### config.mk
export PLATFORM = sky130hd
export DESIGN_NAME = pfc_supervisor
export DESIGN_NICKNAME = d
export VERILOG_FILES = /design/src/rtl/pfc_sup_pkg.sv /design/src/rtl/pfc_supply_hyst.sv /design/src/rtl/pfc_level_flags.sv /design/src/rtl/pfc_mode_fsm.sv /design/src/rtl/pfc_supervisor.sv
export SDC_FILE = /design/constraint.sdc
export NUM_CORES = 1
export LEC_CHECK = 0
export ABC_AREA = 1
export ABC_CLOCK_PERIOD_IN_PS = 1300
export BUFFER_PORTS_ARGS = -buffer_cell sky130_fd_sc_hd__buf_2
export CORE_MARGIN = 1.5
export CORE_UTILIZATION = 42
export DETAILED_ROUTE_END_ITERATION = 8
export HOLD_SLACK_MARGIN = 0.05
export PLACE_DENSITY = 0.8
export SKIP_LAST_GASP = 1
export SYNTH_ARGS = -nofsm -noshare
export SYNTH_HDL_FRONTEND = slang
export SYNTH_SLANG_ARGS = --single-unit
### constraint.sdc
create_clock -name clk -period 1.3 [get_ports clk]
set_input_delay 0.065 -clock clk [delete_from_list [all_inputs] [get_ports clk]]
set_output_delay 0.065 -clock clk [all_outputs]
set_load 0.005 [all_outputs]
### src/rtl/pfc_sup_pkg.sv
package pfc_sup_pkg;
  typedef enum logic [1:0] {
    M_OFF     = 2'd0,
    M_STANDBY = 2'd1,
    M_STARTUP = 2'd2,
    M_NORMAL  = 2'd3
  } pfc_mode_e;

  typedef struct packed {
    logic duty_cut;
    logic gate_kill;
    logic win_hi;
    logic win_lo;
    logic soft_oc;
    logic peak_lim;
  } pfc_flags_t;
endpackage

### src/rtl/pfc_supply_hyst.sv
module pfc_supply_hyst #(
  parameter int W      = 16,
  parameter int ON_MV  = 11800,
  parameter int OFF_MV = 11000
) (
  input  logic                clk,
  input  logic                rst_n,
  input  logic                smp_valid,
  input  logic signed [W-1:0] vcc_mv,
  output logic                ok_nxt,
  output logic                ok_q
);
  localparam logic signed [W-1:0] ON_T  = W'(ON_MV);
  localparam logic signed [W-1:0] OFF_T = W'(OFF_MV);

  always_comb begin
    ok_nxt = ok_q;
    if (smp_valid) begin
      if (ok_q && (vcc_mv < OFF_T))       ok_nxt = 1'b0;
      else if (!ok_q && (vcc_mv > ON_T))  ok_nxt = 1'b1;
    end
  end

  always_ff @(posedge clk) begin
    if (!rst_n) ok_q <= 1'b0;
    else        ok_q <= ok_nxt;
  end

  // qualification only follows a strobed sample above the on level
  a_r1_turn_on: assert property (@(posedge clk) disable iff (!rst_n)
    $rose(ok_q) |-> $past(smp_valid && (vcc_mv > ON_T)));
  // disqualification only follows a strobed sample below the off level
  a_r2_turn_off: assert property (@(posedge clk) disable iff (!rst_n)
    $fell(ok_q) |-> $past(smp_valid && (vcc_mv < OFF_T)));
endmodule

### src/rtl/pfc_level_flags.sv
module pfc_level_flags
  import pfc_sup_pkg::*;
#(
  parameter int W        = 16,
  parameter int CUT_MV   = 3150,
  parameter int KILL_MV  = 3250,
  parameter int WHI_MV   = 3180,
  parameter int WLO_MV   = 2850,
  parameter int SOC_MV   = -750,
  parameter int PEAK_MV  = -1040
) (
  input  logic                clk,
  input  logic                rst_n,
  input  logic                smp_valid,
  input  logic signed [W-1:0] fb_mv,
  input  logic signed [W-1:0] cs_mv,
  output pfc_flags_t          flags
);
  localparam logic signed [W-1:0] CUT_T  = W'(CUT_MV);
  localparam logic signed [W-1:0] KILL_T = W'(KILL_MV);
  localparam logic signed [W-1:0] WHI_T  = W'(WHI_MV);
  localparam logic signed [W-1:0] WLO_T  = W'(WLO_MV);
  localparam logic signed [W-1:0] SOC_T  = W'(SOC_MV);
  localparam logic signed [W-1:0] PEAK_T = W'(PEAK_MV);

  pfc_flags_t f_nxt;

  always_comb begin
    f_nxt.duty_cut  = fb_mv > CUT_T;
    f_nxt.gate_kill = fb_mv > KILL_T;
    f_nxt.win_hi    = fb_mv > WHI_T;
    f_nxt.win_lo    = fb_mv < WLO_T;
    f_nxt.soft_oc   = cs_mv < SOC_T;
    f_nxt.peak_lim  = cs_mv <= PEAK_T;
  end

  always_ff @(posedge clk) begin
    if (!rst_n)         flags <= '0;
    else if (smp_valid) flags <= f_nxt;
  end

  // kill level lies above the cut level, so kill implies cut
  a_r6_kill_in_cut: assert property (@(posedge clk) disable iff (!rst_n)
    flags.gate_kill |-> flags.duty_cut);
  // peak level lies below the soft level, so peak implies soft
  a_r8_peak_in_soft: assert property (@(posedge clk) disable iff (!rst_n)
    flags.peak_lim |-> flags.soft_oc);
  // flags hold without a strobe
  a_r9_flags_hold: assert property (@(posedge clk) disable iff (!rst_n)
    !smp_valid |=> $stable(flags));
endmodule

### src/rtl/pfc_mode_fsm.sv
module pfc_mode_fsm
  import pfc_sup_pkg::*;
#(
  parameter int W        = 16,
  parameter int OLP_MV   = 600,
  parameter int RUN_MV   = 2850,
  parameter int BOOST_MV = 2490
) (
  input  logic                clk,
  input  logic                rst_n,
  input  logic                smp_valid,
  input  logic                ok_nxt,
  input  logic                ok_q,
  input  logic signed [W-1:0] fb_mv,
  output pfc_mode_e           mode
);
  localparam logic signed [W-1:0] OLP_T   = W'(OLP_MV);
  localparam logic signed [W-1:0] RUN_T   = W'(RUN_MV);
  localparam logic signed [W-1:0] BOOST_T = W'(BOOST_MV);

  pfc_mode_e m_nxt;

  always_comb begin
    m_nxt = mode;
    if (smp_valid) begin
      if (!ok_nxt)            m_nxt = M_OFF;
      else if (fb_mv < OLP_T) m_nxt = M_STANDBY;
      else begin
        unique case (mode)
          M_OFF, M_STANDBY: m_nxt = M_STARTUP;
          M_STARTUP:        m_nxt = (fb_mv >= RUN_T) ? M_NORMAL : M_STARTUP;
          M_NORMAL:         m_nxt = (fb_mv < BOOST_T) ? M_STARTUP : M_NORMAL;
          default:          m_nxt = M_OFF;
        endcase
      end
    end
  end

  always_ff @(posedge clk) begin
    if (!rst_n) mode <= M_OFF;
    else        mode <= m_nxt;
  end

  // an unqualified supply always shows as OFF
  a_r2_off_when_unq: assert property (@(posedge clk) disable iff (!rst_n)
    !ok_q |-> (mode == M_OFF));
  // low feedback with a good supply lands in standby
  a_r3_standby: assert property (@(posedge clk) disable iff (!rst_n)
    (smp_valid && ok_nxt && (fb_mv < OLP_T)) |=> (mode == M_STANDBY));
  // NORMAL is only reached through STARTUP
  a_r5_via_startup: assert property (@(posedge clk) disable iff (!rst_n)
    $changed(mode) && (mode == M_NORMAL) |-> ($past(mode) == M_STARTUP));
  // mode holds without a strobe
  a_r9_mode_hold: assert property (@(posedge clk) disable iff (!rst_n)
    !smp_valid |=> $stable(mode));
endmodule

### src/rtl/pfc_supervisor.sv
module pfc_supervisor
  import pfc_sup_pkg::*;
#(
  parameter int W = 16
) (
  input  logic                clk,
  input  logic                rst_n,
  input  logic                smp_valid,
  input  logic signed [W-1:0] vcc_mv,
  input  logic signed [W-1:0] fb_mv,
  input  logic signed [W-1:0] cs_mv,
  output logic [1:0]          mode,
  output logic                gate_en,
  output logic                comp_rst,
  output logic                duty_cut,
  output logic                gate_kill,
  output logic                win_hi,
  output logic                win_lo,
  output logic                soft_oc,
  output logic                peak_lim
);
  logic       ok_nxt, ok_q;
  pfc_mode_e  mode_q;
  pfc_flags_t flags;

  pfc_supply_hyst #(.W(W)) u_hyst (
    .clk(clk), .rst_n(rst_n), .smp_valid(smp_valid), .vcc_mv(vcc_mv),
    .ok_nxt(ok_nxt), .ok_q(ok_q)
  );

  pfc_mode_fsm #(.W(W)) u_fsm (
    .clk(clk), .rst_n(rst_n), .smp_valid(smp_valid), .ok_nxt(ok_nxt),
    .ok_q(ok_q), .fb_mv(fb_mv), .mode(mode_q)
  );

  pfc_level_flags #(.W(W)) u_flags (
    .clk(clk), .rst_n(rst_n), .smp_valid(smp_valid), .fb_mv(fb_mv),
    .cs_mv(cs_mv), .flags(flags)
  );

  assign mode      = mode_q;
  assign comp_rst  = (mode_q == M_OFF) || (mode_q == M_STANDBY);
  assign gate_en   = !comp_rst && !flags.gate_kill;
  assign duty_cut  = flags.duty_cut;
  assign gate_kill = flags.gate_kill;
  assign win_hi    = flags.win_hi;
  assign win_lo    = flags.win_lo;
  assign soft_oc   = flags.soft_oc;
  assign peak_lim  = flags.peak_lim;

  // the gate only turns on after a strobed sample
  a_r11_gate_on_sample: assert property (@(posedge clk) disable iff (!rst_n)
    $rose(gate_en) |-> $past(smp_valid));
  // the two window flags never overlap
  a_r7_window_excl: assert property (@(posedge clk) disable iff (!rst_n)
    !(win_hi && win_lo));
endmodule

Word-level counts from Yosys, hierarchy flattened
Index checks and enable logic that the tools add are counted.
{ "classes": {"order_cmp": 11, "mux": 8, "eq_ne": 3, "n_reduce_logical": 9} }
{ "ops": {"columns": ["op", "n"], "rows": [
  ["16-bit by 13-bit > comparator with 1-bit output, second input constant", 3],
  ["16-bit by 11-bit < comparator with 1-bit output, second input constant", 2],
  ["16-bit by 13-bit < comparator with 1-bit output, second input constant", 2],
  ["16-bit by 13-bit >= comparator with 1-bit output, second input constant", 1],
  ["16-bit by 15-bit > comparator with 1-bit output, second input constant", 1],
  ["16-bit by 12-bit less-or-equal comparator with 1-bit output, second input constant", 1],
  ["16-bit by 15-bit < comparator with 1-bit output, second input constant", 1],
  ["2-bit one-hot mux with 3 select lines", 1],
  ["1-bit two-way mux", 5],
  ["2-bit equality test, second input constant", 2],
  ["2-bit two-way mux", 2],
  ["1-bit logical AND", 3],
  ["1-bit zero test", 3],
  ["2-bit by 1-bit equality test with 1-bit output, second input constant", 1],
  ["2-bit zero test", 1],
  ["2-bit OR reduction", 1],
  ["1-bit logical OR", 1]
]} }
{ "word_totals": {"register_bits": 9, "elab_cells": 39, "inputBits": 51} }

Depth between registers and ports, before layout
{ "logic_depth": {"word_depth": 6, "mapped_depth": 10} }

Cells and area by module
A second synthesis with hierarchy kept.
{ "hier_totals": {"hier_cells": 224, "area_unflattened_um2": 1149.9} }
{ "by_module_without_submodules": {"columns": ["module", "cells_each", "instances", "seq_area_each_um2", "area_per_inst_um2"], "rows": [
  ["pfc_level_flags", 112, 1, 120.1, 603.1],
  ["pfc_supply_hyst", 55, 1, 20.0, 269.0],
  ["pfc_mode_fsm", 55, 1, 40.0, 267.8],
  ["pfc_supervisor", 2, 1, 0.0, 10.0]
]} }

Least setup slack after synthesis
OpenSTA, ideal clock, no wires.
{ "synth_path": {"kind": "reg2reg", "start": "register u_hyst.ok_q", "end": "register u_hyst.ok_q", "t_required_ns": 1.178, "setup_time_ns": 0.122, "path_buffers": 0, "path_slack_ns": 0.335, "stages_incl_launch_ff": 9, "arrival_time_ns": 0.843, "cell_sequence": "dfxtp_1 -> inv_1 -> nand2_1 -> nor3_1 -> nand3_1 -> nand2_1 -> a21oi_2 -> a21oi_1 -> nor2_1"} }
{ "synth_between": {"elab_chain_len": 5, "elab_cells_between_ends": 6, "cone_classes": "3 x mux; 3 x reduce/logical"} }
{ "synth_lines": {"columns": ["element", "line", "text"], "rows": [
  ["start: declaration", "pfc_supply_hyst.sv:11", "output logic ok_q"],
  ["start signal: assignment", "pfc_supply_hyst.sv:26", "else ok_q <= ok_nxt;"],
  ["1-bit zero test", "pfc_supply_hyst.sv:20", "else if (!ok_q && (vcc_mv > ON_T)) ok_nxt = 1'b1;"],
  ["1-bit logical AND", "pfc_supply_hyst.sv:20", null],
  ["1-bit two-way mux", "pfc_supply_hyst.sv:20", null],
  ["1-bit two-way mux", "pfc_supply_hyst.sv:19", "if (ok_q && (vcc_mv < OFF_T)) ok_nxt = 1'b0;"],
  ["1-bit two-way mux (*)", "pfc_supply_hyst.sv:18", "if (smp_valid) begin"]
]} }
Mark *: on every way between the ends. The rest lies on a longest branch, timed or not.
A chain may end at the register's enable or synchronous reset.

Worst setup path in the final report
Same ends and word-level chain as after synthesis.

==> Flow_metrics.wiki <==
{| class="wikitable"
! Metric !! Value
|-
| Number of global-route vias before repair || 1,017
|-
| Count of input and output buffers || 60
|-
| Initial antenna violation count || 0
|-
| Chip width || 50.83 um
|-
| Critical Path Source Type || flip-flop
|-
| Largest buffer count on any clock path || 2
|-
| Max_cap viols || 0
|-
| Post-Syn Area per Cell || 5.280 um^2
|-
| Period utilization || 81.17%
|-
| Clock tree from TritonCTS || yes
|-
| Number of failing setup endpoints in the final timing report || 0
|-
| Count of nets after finishing || 298
|-
| Total count of hold-check failures in the final report || 0
|-
| Die Footprint || 2584 um^2
|-
| Count of routing violations after the opening detailed-route iteration || 23
|-
| Start-to-end type of the worst setup path || reg2reg
|-
| Slew Limit Fails || 0
|-
| Final Routed Wirelength || 2456 um
|-
| Maximum clock rate || 0.9477 GHz
|-
| Clock transition time at the flip-flop clock pins of the worst setup and hold paths || 0.07 ns
|-
| Max IR drop VDD || 0.5269 mV
|-
| Largest area contributor in the netlist || sky130_fd_sc_hd__nand2_1
|-
| Global-route wire length before repair || 4029 um
|-
| Drt pass-1 iters || 4
|-
| Hold/Removal Path Class || in2reg
|-
| I/O pin cnt || 61
|-
| Inserted Diodes || 0
|-
| Number of warnings reported in the yosys synthesis log || 0
|-
| Max Clock Skew || 0.00002676 ns
|-
| Placeable core region || 2191 um^2
|-
| Cells taking the most area after synthesis || sky130_fd_sc_hd__nand2_1 (24%), sky130_fd_sc_hd__dfxtp_1 (19%), sky130_fd_sc_hd__nor2_1 (11%), sky130_fd_sc_hd__inv_1 (8.2%), sky130_fd_sc_hd__a21oi_1 (7.8%)
|-
| Clock latency of the later-clocked register in the worst-skew pair || 0.27 ns
|-
| Cell area after technology mapping || 960.9 um^2
|-
| Number of post-CTS setup repair buffers || 0
|-
| Sum of net half-perimeters after detailed placement || 2052 um
|-
| Number of instances in the synthesized netlist || 182
|-
| Net count of the mapped netlist || 233
|-
| Power density relative to cell area || 592.2 nW/um^2
|-
| Post-synth top flop || sky130_fd_sc_hd__dfxtp_1
|-
| Status || completed
|-
| CTS buffer count || 3
|-
| Required time at the worst-slack endpoint || 1.46 ns
|-
| Number of clock sinks || 9
|-
| Wirelength per Cell || 8.964 um
|-
| Pleak || 0.7169 nW
|-
| Final weighted congestion in routability-driven placement || 0.8477
|-
| Synth top cells by count || sky130_fd_sc_hd__nand2_1 (61), sky130_fd_sc_hd__nor2_1 (29), sky130_fd_sc_hd__inv_1 (21)
|-
| RSZ-0062 raised after global routing || false
|-
| GRT Residual Overflow || 0
|-
| Fill cells || 233
|-
| Placed cells || 269
|-
| Tot GR Track Use || 20.29%
|-
| Asr flop ratio synth || 0%
|-
| Starting utilization of the core area || 43.86%
|-
| Register area share after synthesis || 18.75%
|-
| Largest net degree at the start of global routing || 12
|-
| Die span in y || 50.83 um
|-
| Layout cell share with drive strength beyond 1 || 31.71%
|-
| Critical-path maximum fanout || 3
|-
| EDFF count, synth || 0
|-
| Transition time of the tightest slew-check pin || 0.3201 ns
|-
| Total number of H-tree levels || 1
|-
| CP Capture Type || flip-flop
|-
| Distinct cell type count of the synthesized netlist || 23
|-
| Cell Count, Final, Fillers Out || 274
|-
| Final critical-path required period || 1.055 ns
|-
| Relative slew slack || 78.64%
|-
| Via count of the routed design || 1,276
|-
| Setup TNS || 0 ns
|-
| Vias per inst || 4.657
|-
| Clock Root Buffer || sky130_fd_sc_hd__clkbuf_4
|-
| Top-count cell post-synth || sky130_fd_sc_hd__nand2_1
|-
| Worst EP arrival || 1.21 ns
|-
| Synth-to-layout area growth || 38.28%
|-
| Core Rows || 17
|-
| Share of the synthesized area in the top cell type || 23.83%
|-
| Antenna violation net count after detailed routing || 0
|-
| Remaining DRCs || 0
|-
| #FFs+latches synth || 9
|}
power by group:
group | internal [W] | switching (W) | leakage [nW] | total [W]
Sequential | 0.000290 | 0.00000787 | 0.0740 | 0.000298
Combinational | 0.000117 | 0.000146 | 0.628 | 0.000264
Clock | 0.000119 | 0.000107 | 0.0150 | 0.000225
state kept, by name, indices dropped and copies added, names as in the netlist:
register,count
u_fsm.mode,2
u_flags.flags,6
u_hyst.ok_q,1
worst max-delay path: stages (launching register included):
cell and delay, ns:
sky130_fd_sc_hd__dfxtp_1 0.31, sky130_fd_sc_hd__inv_1 0.06, sky130_fd_sc_hd__nand2_1 0.05, sky130_fd_sc_hd__nor3_1 0.14
sky130_fd_sc_hd__nand3_1 0.10, sky130_fd_sc_hd__nand2_1 0.07, sky130_fd_sc_hd__a21oi_2 0.05, sky130_fd_sc_hd__a21oi_1 0.11
sky130_fd_sc_hd__nor2_1 0.05
per-stage QoR:
stage / hold slack [ns] / area, um^2 / setup slack [ns] / util (%) / total power [W]
3_3_place_gp: 0.3252 / 1292 / 0.2146 / 58.99 / 0.0005642
4_1_cts: 0.1082 / 1339 / 0.07079 / 61.11 / 0.0007968
3_5_place_dp: 0.3257 / 1292 / 0.2118 / 58.99 / 0.0005646
2_1_floorplan: 0.1723 / 960.9 / 0.3349 / - / 0.0004334
6_report: 0.04442 / 1329 / 0.2448 / 60.65 / 0.0007869
5_1_grt: 0.1021 / 1329 / 0.08886 / 60.65 / 0.0008454
routing by layer:
metal  vias to the layer above  track usage (%)  wire length (um)
met4                         0            6.757                33
met2                        40            31.36              1081
li1                        710                -                 -
met1                       522            27.45              1168
met3                         4            5.263               173
met5                         -                0                 0
cells by family after synthesis:
| logic type | share of synthesized area [%] |
|---|---|
| simple gates | 54.04 |
| flops | 18.75 |
| buf+inv | 10.55 |
| compound gates | 16.67 |
final cells by class:
type	count	area (um^2)	area share, %
sequential	9	180.2	13.56
multi-input combinational	146	679.4	51.13
inverter	26	97.59	7.345
timing repair buffer	61	310.3	23.35
tap	28	35.03	2.637
clock buffer	4	26.28	1.977
worst paths after layout:
check / start / endpoint / slack (ns) / cells after the start
max: u_hyst.ok_q / u_hyst.ok_q / 0.24 / 8
min: smp_valid / u_flags.flags[2] / 0.04 / 2
max reg2reg: u_hyst.ok_q / u_hyst.ok_q / 0.24 / 8
min reg2reg: u_flags.flags[0] / u_flags.flags[0] / 0.46 / 2
cells in the final DEF, fill, tap and decap left out, drive strengths merged, types with 4 or more instances in the layout:
| cell type | Yosys | final |
|---|---|---|
| nor3 | 8 | 8 |
| dfxtp | 9 | 9 |
| nor2 | 32 | 32 |
| a21oi | 18 | 18 |
| inv | 26 | 26 |
| o21ai | 7 | 7 |
| clkbuf | 1 | 4 |
| nand3 | 11 | 11 |
| nand2 | 62 | 62 |
| buf | 0 | 60 |
repair_timing:
item                                   in CTS  in global routing
endpoints found under the hold margin       1                  0
setup endpoints to repair                   0                  1
resized for setup                           0                  0
hold buffers                                2                  0
(Power assumes the default switching activity.)
